<file path="src/rtl/fii_pkg.sv">
// Shared types for the issue interlock.
// Assumes two-bit class codes fixed by the decode stage.
package fii_pkg;

    typedef enum logic [1:0] {
        CLS_INT = 2'd0,
        CLS_MUL = 2'd1,
        CLS_ADD = 2'd2,
        CLS_DIV = 2'd3
    } op_cls_e;

    typedef enum logic [2:0] {
        FWD_NONE    = 3'd0,
        FWD_EX_MEM  = 3'd1,
        FWD_ADD_MEM = 3'd2,
        FWD_MUL_MEM = 3'd3,
        FWD_DIV_MEM = 3'd4,
        FWD_MEM_WB  = 3'd5
    } fwd_src_e;

    // One record per future memory-stage cycle.
    typedef struct packed {
        logic    busy;   // write port claimed in this cycle
        logic    wr;     // the claimant writes a register
        logic    fp;     // destination file: 1 = FP
        op_cls_e cls;    // unit that produces the value
    } tag_hdr_t;

    function automatic int max2(input int a, input int b);
        return (a > b) ? a : b;
    endfunction

endpackage

</file>
<file path="src/rtl/fii_tag_ring.sv">
// Write-port reservation shift register with destination tags.
// Slot k describes the instruction that will be in the memory stage
// k cycles from now. Every cycle each slot moves one step toward 0.
// A new claim lands in slot set_idx (its distance minus one, since it is
// written at the same edge as the shift).
// Assumes the caller never claims a slot whose upper neighbour is busy.
module fii_tag_ring
    import fii_pkg::*;
#(
    parameter int REG_W = 5,
    parameter int DEPTH = 26,
    parameter int IDX_W = 5
) (
    input  logic                        clk,
    input  logic                        rst_n,
    input  logic                        set_en,
    input  logic [IDX_W-1:0]            set_idx,
    input  tag_hdr_t                    set_hdr,
    input  logic [REG_W-1:0]            set_dst,
    output tag_hdr_t [DEPTH-1:0]        hdr,
    output logic [DEPTH-1:0][REG_W-1:0] dst
);

    tag_hdr_t [DEPTH-1:0]        hdr_nx;
    logic [DEPTH-1:0][REG_W-1:0] dst_nx;

    for (genvar k = 0; k < DEPTH; k++) begin : g_slot
        tag_hdr_t         up_hdr;
        logic [REG_W-1:0] up_dst;

        if (k == DEPTH - 1) begin : g_top
            assign up_hdr = '0;
            assign up_dst = '0;
        end else begin : g_mid
            assign up_hdr = hdr[k+1];
            assign up_dst = dst[k+1];
        end

        // Next value: a fresh claim or the record one step further out.
        assign hdr_nx[k] = (set_en && set_idx == IDX_W'(k)) ? set_hdr : up_hdr;
        assign dst_nx[k] = (set_en && set_idx == IDX_W'(k)) ? set_dst : up_dst;

        if (k < DEPTH - 1) begin : g_chk
            // a claim moves forward each cycle and is never overwritten.
            p_claim_shift_r3: assert property (@(posedge clk) disable iff (!rst_n)
                hdr[k+1].busy |=> hdr[k].busy);
        end
    end

    // Register the whole ring at once.
    always_ff @(posedge clk) begin
        if (!rst_n) begin
            hdr <= '0;
            dst <= '0;
        end else begin
            hdr <= hdr_nx;
            dst <= dst_nx;
        end
    end

    // every accepted claim is visible in the next cycle.
    p_claim_set_r3: assert property (@(posedge clk) disable iff (!rst_n)
        set_en |=> hdr[$past(set_idx)].busy);

endmodule

</file>
<file path="src/rtl/fii_div_busy.sv">
// Occupancy timer of the divider, which accepts only one operation at a time.
// After a start, busy stays high for DIV_LAT-1 cycles, so the next start
// can come DIV_LAT cycles after the previous one.
// Assumes start is only raised while busy is low.
module fii_div_busy #(
    parameter int DIV_LAT = 24,
    parameter int CNT_W   = $clog2(DIV_LAT + 1)
) (
    input  logic clk,
    input  logic rst_n,
    input  logic start,
    output logic busy
);

    logic [CNT_W-1:0] cnt;

    // Count down the cycles the divider stays occupied.
    always_ff @(posedge clk) begin
        if (!rst_n) begin
            cnt <= '0;
        end else if (start) begin
            cnt <= CNT_W'(DIV_LAT - 1);
        end else if (cnt != '0) begin
            cnt <= cnt - 1'b1;
        end
    end

    assign busy = (cnt != '0);

    // no second start while occupied.
    p_div_one_r4: assert property (@(posedge clk) disable iff (!rst_n)
        busy |-> !start);

    if (DIV_LAT > 1) begin : g_busy_chk
        // a start always occupies the divider in the next cycle.
        p_div_busy_r4: assert property (@(posedge clk) disable iff (!rst_n)
            start |=> busy);
    end

endmodule

</file>
<file path="src/rtl/fii_src_match.sv">
// Source readiness and forward selection for one operand.
// It finds the youngest in-flight producer of the register, which is the
// matching slot farthest from the memory stage. It stalls when that
// producer is two or more cycles out. Otherwise it names the pipeline
// register that holds the value when the consumer executes.
// Assumes slot distance 1 means the producer is in its last execute stage.
module fii_src_match
    import fii_pkg::*;
#(
    parameter int REG_W = 5,
    parameter int DEPTH = 26,
    parameter int IDX_W = 5
) (
    input  logic                        en,
    input  logic                        fp,
    input  logic [REG_W-1:0]            src,
    input  tag_hdr_t [DEPTH-1:0]        hdr,
    input  logic [DEPTH-1:0][REG_W-1:0] dst,
    output logic                        raw,
    output fwd_src_e                    fwd
);

    logic             hit;
    logic [IDX_W-1:0] hk;
    op_cls_e          hc;

    // Scan upward so the farthest (youngest) match is kept.
    always_comb begin
        hit = 1'b0;
        hk  = '0;
        hc  = CLS_INT;
        for (int k = 0; k < DEPTH; k++) begin
            if (en && hdr[k].busy && hdr[k].wr &&
                hdr[k].fp == fp && dst[k] == src) begin
                hit = 1'b1;
                hk  = IDX_W'(k);
                hc  = hdr[k].cls;
            end
        end
    end

    // Decide stall and forward source from the producer distance.
    always_comb begin
        raw = hit && (hk >= IDX_W'(2));
        fwd = FWD_NONE;
        if (hit && hk == '0) begin
            fwd = FWD_MEM_WB;
        end else if (hit && hk == IDX_W'(1)) begin
            unique case (hc)
                CLS_INT: fwd = FWD_EX_MEM;
                CLS_ADD: fwd = FWD_ADD_MEM;
                CLS_MUL: fwd = FWD_MUL_MEM;
                CLS_DIV: fwd = FWD_DIV_MEM;
                default: fwd = FWD_NONE;
            endcase
        end
    end

endmodule

</file>
<file path="src/rtl/fp_issue_interlock.sv">
// Decode-stage issue interlock for integer, multiply, add and divide units.
// It checks four conditions: divider occupancy, the memory-stage cycle
// against the reservation ring, the write order against older writers of
// the same register, and source readiness. It reports each one on its own
// stall bit and issues only when none holds.
// Assumes one shared memory/write-back path and separate register files.
module fp_issue_interlock
    import fii_pkg::*;
#(
    parameter int REG_W   = 5,
    parameter int INT_EX  = 1,
    parameter int MUL_ST  = 7,
    parameter int ADD_ST  = 4,
    parameter int DIV_LAT = 24
) (
    input  logic             clk,
    input  logic             rst_n,
    input  logic             dec_valid,
    input  logic [1:0]       dec_cls,
    input  logic             dec_wr_en,
    input  logic             dec_dst_fp,
    input  logic [REG_W-1:0] dec_dst,
    input  logic             dec_s1_en,
    input  logic             dec_s1_fp,
    input  logic [REG_W-1:0] dec_s1,
    input  logic             dec_s2_en,
    input  logic             dec_s2_fp,
    input  logic [REG_W-1:0] dec_s2,
    output logic             issue,
    output logic [3:0]       stall_why,
    output logic [2:0]       fwd_s1,
    output logic [2:0]       fwd_s2
);

    localparam int INT_OFF = INT_EX + 1;
    localparam int MUL_OFF = MUL_ST + 1;
    localparam int ADD_OFF = ADD_ST + 1;
    localparam int DIV_OFF = DIV_LAT + 1;
    localparam int MAX_OFF = max2(max2(INT_OFF, MUL_OFF), max2(ADD_OFF, DIV_OFF));
    localparam int DEPTH   = MAX_OFF + 1;
    localparam int IDX_W   = $clog2(DEPTH);

    op_cls_e                     cls;
    logic [IDX_W-1:0]            off;
    tag_hdr_t [DEPTH-1:0]        hdr;
    logic [DEPTH-1:0][REG_W-1:0] dst;
    logic [DEPTH-1:0]            waw_hit;
    logic                        div_busy;
    logic                        why_div, why_port, why_waw, why_raw;
    logic                        raw1, raw2;
    fwd_src_e                    fwd1, fwd2;
    tag_hdr_t                    new_hdr;

    assign cls = op_cls_e'(dec_cls);

    // Distance from issue to the memory stage for the decoded class.
    always_comb begin
        unique case (cls)
            CLS_INT: off = IDX_W'(INT_OFF);
            CLS_MUL: off = IDX_W'(MUL_OFF);
            CLS_ADD: off = IDX_W'(ADD_OFF);
            CLS_DIV: off = IDX_W'(DIV_OFF);
            default: off = IDX_W'(INT_OFF);
        endcase
    end

    fii_tag_ring #(
        .REG_W (REG_W),
        .DEPTH (DEPTH),
        .IDX_W (IDX_W)
    ) ring_i (
        .clk     (clk),
        .rst_n   (rst_n),
        .set_en  (issue),
        .set_idx (off - IDX_W'(1)),
        .set_hdr (new_hdr),
        .set_dst (dec_dst),
        .hdr     (hdr),
        .dst     (dst)
    );

    fii_div_busy #(
        .DIV_LAT (DIV_LAT)
    ) div_i (
        .clk   (clk),
        .rst_n (rst_n),
        .start (issue && cls == CLS_DIV),
        .busy  (div_busy)
    );

    fii_src_match #(
        .REG_W (REG_W),
        .DEPTH (DEPTH),
        .IDX_W (IDX_W)
    ) src1_i (
        .en  (dec_s1_en),
        .fp  (dec_s1_fp),
        .src (dec_s1),
        .hdr (hdr),
        .dst (dst),
        .raw (raw1),
        .fwd (fwd1)
    );

    fii_src_match #(
        .REG_W (REG_W),
        .DEPTH (DEPTH),
        .IDX_W (IDX_W)
    ) src2_i (
        .en  (dec_s2_en),
        .fp  (dec_s2_fp),
        .src (dec_s2),
        .hdr (hdr),
        .dst (dst),
        .raw (raw2),
        .fwd (fwd2)
    );

    // Older writers of the same register that would finish no earlier.
    for (genvar k = 0; k < DEPTH; k++) begin : g_waw
        assign waw_hit[k] = dec_wr_en && hdr[k].busy && hdr[k].wr &&
                            (hdr[k].fp == dec_dst_fp) && (dst[k] == dec_dst) &&
                            (IDX_W'(k) >= off);
    end

    // Collect stall reasons, each gated by a valid decode slot.
    always_comb begin
        why_div  = dec_valid && (cls == CLS_DIV) && div_busy;
        why_port = dec_valid && hdr[off].busy;
        why_waw  = dec_valid && (|waw_hit);
        why_raw  = dec_valid && (raw1 || raw2);
    end

    assign stall_why = {why_raw, why_waw, why_port, why_div};
    assign issue     = dec_valid && !(why_div || why_port || why_waw || why_raw);

    // Record placed in the ring for the issuing instruction.
    always_comb begin
        new_hdr      = '0;
        new_hdr.busy = 1'b1;
        new_hdr.wr   = dec_wr_en;
        new_hdr.fp   = dec_dst_fp;
        new_hdr.cls  = cls;
    end

    assign fwd_s1 = dec_valid ? fwd1 : FWD_NONE;
    assign fwd_s2 = dec_valid ? fwd2 : FWD_NONE;

    // a not-ready stall always comes from an enabled source.
    p_raw_src_r5: assert property (@(posedge clk) disable iff (!rst_n)
        stall_why[3] |-> (dec_s1_en || dec_s2_en));

    // a write-order stall only applies to a writing instruction.
    p_waw_dst_r7: assert property (@(posedge clk) disable iff (!rst_n)
        stall_why[2] |-> dec_wr_en);

endmodule

</file>
<file path="config.mk">
export PLATFORM = sky130hd
export DESIGN_NAME = fp_issue_interlock
export DESIGN_NICKNAME = d
export VERILOG_FILES = /design/src/rtl/fii_pkg.sv /design/src/rtl/fii_tag_ring.sv /design/src/rtl/fii_div_busy.sv /design/src/rtl/fii_src_match.sv /design/src/rtl/fp_issue_interlock.sv
export SDC_FILE = /design/constraint.sdc
export NUM_CORES = 1
export LEC_CHECK = 0
export BUFFER_PORTS_ARGS = -buffer_cell sky130_fd_sc_hd__buf_2
export CELL_PAD_IN_SITES_DETAIL_PLACEMENT = 1
export CELL_PAD_IN_SITES_GLOBAL_PLACEMENT = 1
export CORE_ASPECT_RATIO = 1.5
export CORE_UTILIZATION = 53
export DETAILED_ROUTE_END_ITERATION = 8
export PLACE_DENSITY_LB_ADDON = 0.1
export SLEW_MARGIN = 30
export SYNTH_ARGS = -nofsm -noshare
export SYNTH_HDL_FRONTEND = slang
export SYNTH_SLANG_ARGS = --single-unit
</file>
<file path="constraint.sdc">
create_clock -name clk -period 7.3 [get_ports clk]
set_input_delay 0.73 -clock clk [delete_from_list [all_inputs] [get_ports clk]]
set_output_delay 0.73 -clock clk [all_outputs]
set_load 0.02 [all_outputs]
</file>
==> impl_metrics.csv <==
group,metric,value,unit
synthesis,ys.flop_type,"dfxtp_1",
clock_tree,clkSlewWorstSetupHoldPaths,0.06,ns
final_layout,fin_area,18400,um^2
power,power_density,184,nW/um^2
hold_path,hold_path_depth,2,
timing,period_share,78.7,%
synthesis,syn-cell-area,17300,um^2
timing,fmax,174,MHz
placed_design,io_buffer_count,36,
critical_path,ff2ff_setup_slack,2.92,ns
critical_path,path_class,"in -> out",
timing,slew_violations,0,
run,maxCapViolCount,0,
routing,viasPerCell,6.44,
clock_tree,ctsResizeCount,0,
routing,drt_iter0_markers,1047,
die,dieArea,33400,um^2
critical_path,crit_buf_inv,2,
clock_tree,clock_latency,0.58,ns
timing,rsz0062_at_grt,"no",
global_routing,grt_pass1_vias,16500,
timing,tightest_slew,1.12,ns
global_routing,gr-total-overflow,0,
synthesis,synth_seq_cells,265,
power,swShare,28.4,%
clock_tree,cts_setup_buffers,0,
clock_tree,cts-buffers-inserted,28,
timing,setup_viol,0,
synthesis,synth_top_area_cell,"dfxtp_1",
die,core.rowCount,80,
synthesis,synth_top_area_share,30.7,%
placed_design,dpl_cell_area,17600,um^2
power,switching_power,0.963,mW
die,die_y,223,um
synthesis,ys_warn_count,0,
clock_tree,hold_buffers,0,
final_layout,area_growth,6.51,%
routing,ant_nets,0,
critical_path,worstReg2RegStart,"ring_i.g_slot[5].up_dst[1]",
die,fp.coreArea,31900,um^2
hold_path,holdPathEnd,"div_i.cnt[4]",
die,io_pins,37,
critical_path,worstSetupStartpointType,"input pin",
synthesis,synth_area_leaders,"dfxtp_1, xor2_1, mux2i_1",
synthesis,synthesis.nets,2069,
clock_tree,cts.htree.levels,1,
synthesis,synth_most_common_cell,"xor2_1",
timing,hold_viol,0,
clock_tree,cts_tree,"done",
critical_path,crit_family,"simple AND/OR/NAND/NOR gates",
placed_design,hpwlAfterDp,50300,um
timing,relSlewSlack,25.0,%
power,p_comb_share,13.6,%
clock_tree,clock_path_buffers,3,
timing,tns,0,ns
status,status,"completed",
critical_path,r2r-end,"ring_i.g_slot[18].up_dst[0]",
timing,period_minus_slack,5.74,ns
global_routing,grt_usage,42.9,%
power,ir_worst_vdd,0.000188,V
critical_path,path_cells,"buf_2, xnor2_1, nand3_1, nor4_1, a2111oi_0, or4_1, nor4_1, a21oi_1, o211ai_1, nand2_1, ha_1, o31a_1, buf_2",
placed_design,gp_congestion,0.971,
global_routing,grt_max_degree,200,
routing,totalWireLength,71100,um
placed_design,pre_cts_slack,1.65,ns
routing,vias,15500,
final_layout,fin_cells,2410,
critical_path,crit_path_max_incr_delay,0.85,ns
timing,setup_slack,1.56,ns
routing,dr.pass1.iters,5,
die,die_x,150,um
hold_path,hold_path_class,"reg -> reg",
synthesis,synthCells,2028,
critical_path,cp.required,6.57,ns
critical_path,r2r_cells,10,
routing,routedWlPerCell,29.5,um
power,clkPwrFrac,41.8,%
critical_path,end_kind,"output port",
synthesis,ys_top_cells_by_count,"xor2_1, dfxtp_1, nand2_1",
final_layout,layout-drive-gt1-share,6.50,%
clock_tree,clkSinkCount,265,
synthesis,async_reset_ff_share,0,%
critical_path,critPathArrivalTime,5.01,ns
global_routing,grt_pass1_wl,105000,um
power,finalPower,3.40,mW
placed_design,dp.cells,2363,
global_routing,antenna_found_initial,1,
power,intPower,2.43,mW
critical_path,slowest_stage,"nor4_1",
synthesis,synth_edf_count,0,
final_layout,finalNetCount,2024,
routing,remaining_drc_errors,0,
hold_path,hp-start,"div_i.cnt[4]",
clock_tree,clock-root-buffer,"clkbuf_16",
timing,skew,0.0189,ns
critical_path,path_depth,13,
synthesis,ys_seq_area_share,30.7,%
synthesis,syn_area_per_cell,8.53,um^2
die,start_util,54.2,%
synthesis,synth_cell_types,70,
power,p_seq_share,44.6,%
final_layout,n_fill_cell,3752,
power,p_leak,7.98,nW
critical_path,crit_fanout,20,
[how the worst max path moves through the flow]
| stage | from | endpoint |
|---|---|---|
| 4_1_cts | dec_s2[3] | fwd_s2[2] |
| 3_3_place_gp | dec_s2[0] | fwd_s2[2] |
| 6_report | dec_s1[2] | fwd_s1[0] |
| 5_1_grt | dec_s2_en | fwd_s2[0] |
| 3_5_place_dp | dec_s2[3] | fwd_s2[2] |
| 2_1_floorplan | dec_s2_en | fwd_s2[1] |
[power groups by stage]
stage          Combinational (mW)  Clock (mW)  Sequential [mW]
2_1_floorplan               0.332           0             1.53
3_3_place_gp                0.435           0             1.54
3_5_place_dp                0.450           0             1.54
4_1_cts                     0.453        1.43             1.51
5_1_grt                     0.489        1.47             1.52
6_report                    0.461        1.42             1.51
[stage by stage]
step	hold slack [ns]	utilization [%]
final	0.451	57.7
after global routing	0.477	57.7
after CTS	0.454	57.7
after detailed placement	0.449	55.0
after global placement	0.430	54.9
after floorplan	0.430	-
[tightest hold or removal path, cell delays in order, from the launching register on]
cell      delay, ns
dfxtp_1        0.30
nand2_1        0.05
a21boi_1       0.05
[cell families (layout without fill, tap and decap cells)]
group           after synthesis  count (layout)  share of synthesized area, %
xor+xnor                    470             470                          23.8
fa+ha+maj                    15              15                          1.08
mux                         157             157                          9.12
simple gates                754             754                          23.0
flops                       265             265                          30.7
compound gates              185             185                          7.22
other cells                   0               1                             0
buf+inv                     182             153                          5.13
[layer usage]
metal	track usage [%]	part of all wire [%]	up-vias
met4	40.5	10	2
met5	0	0.025	-
li1	-	-	6831
met2	72.0	48	640
met1	44.9	36	7718
met3	7.24	6.3	331
[sequential cells by signal (all words and copies together) (netlist names)]
name / count
ring_i.g_slot.up_dst: 125
ring_i.hdr: 130
ring_i.dst: 5
div_i.cnt: 5
[cell usage in the layout (no fill, tap or decap), drive strengths merged, types with 30 or more instances in the layout]
cell type  netlist  layout
a21boi          39      39
a21oi           30      30
and2            80      80
buf             75      69
clkbuf          69      40
dfxtp          265     265
inv             38      38
mux2i          152     152
nand2          238     238
nand3           77      77
nand4           57      57
nor2            61      61
nor3            44      44
nor4            77      77
o21ai           36      36
xnor2          157     157
xor2           313     313
[cell type report]
class	count	area, um^2	area share [%]
Multi-Input combinational cell	1581	11100	60.4
Sequential cell	265	5310	28.8
Clock buffer	40	817	4.43
Tap cell	410	513	2.78
Timing Repair Buffer	69	457	2.48
Inverter	38	143	0.774
Clock inverter	6	55.1	0.299
Antenna cell	1	2.50	0.0136
Power figures use the tool's default switching activity.
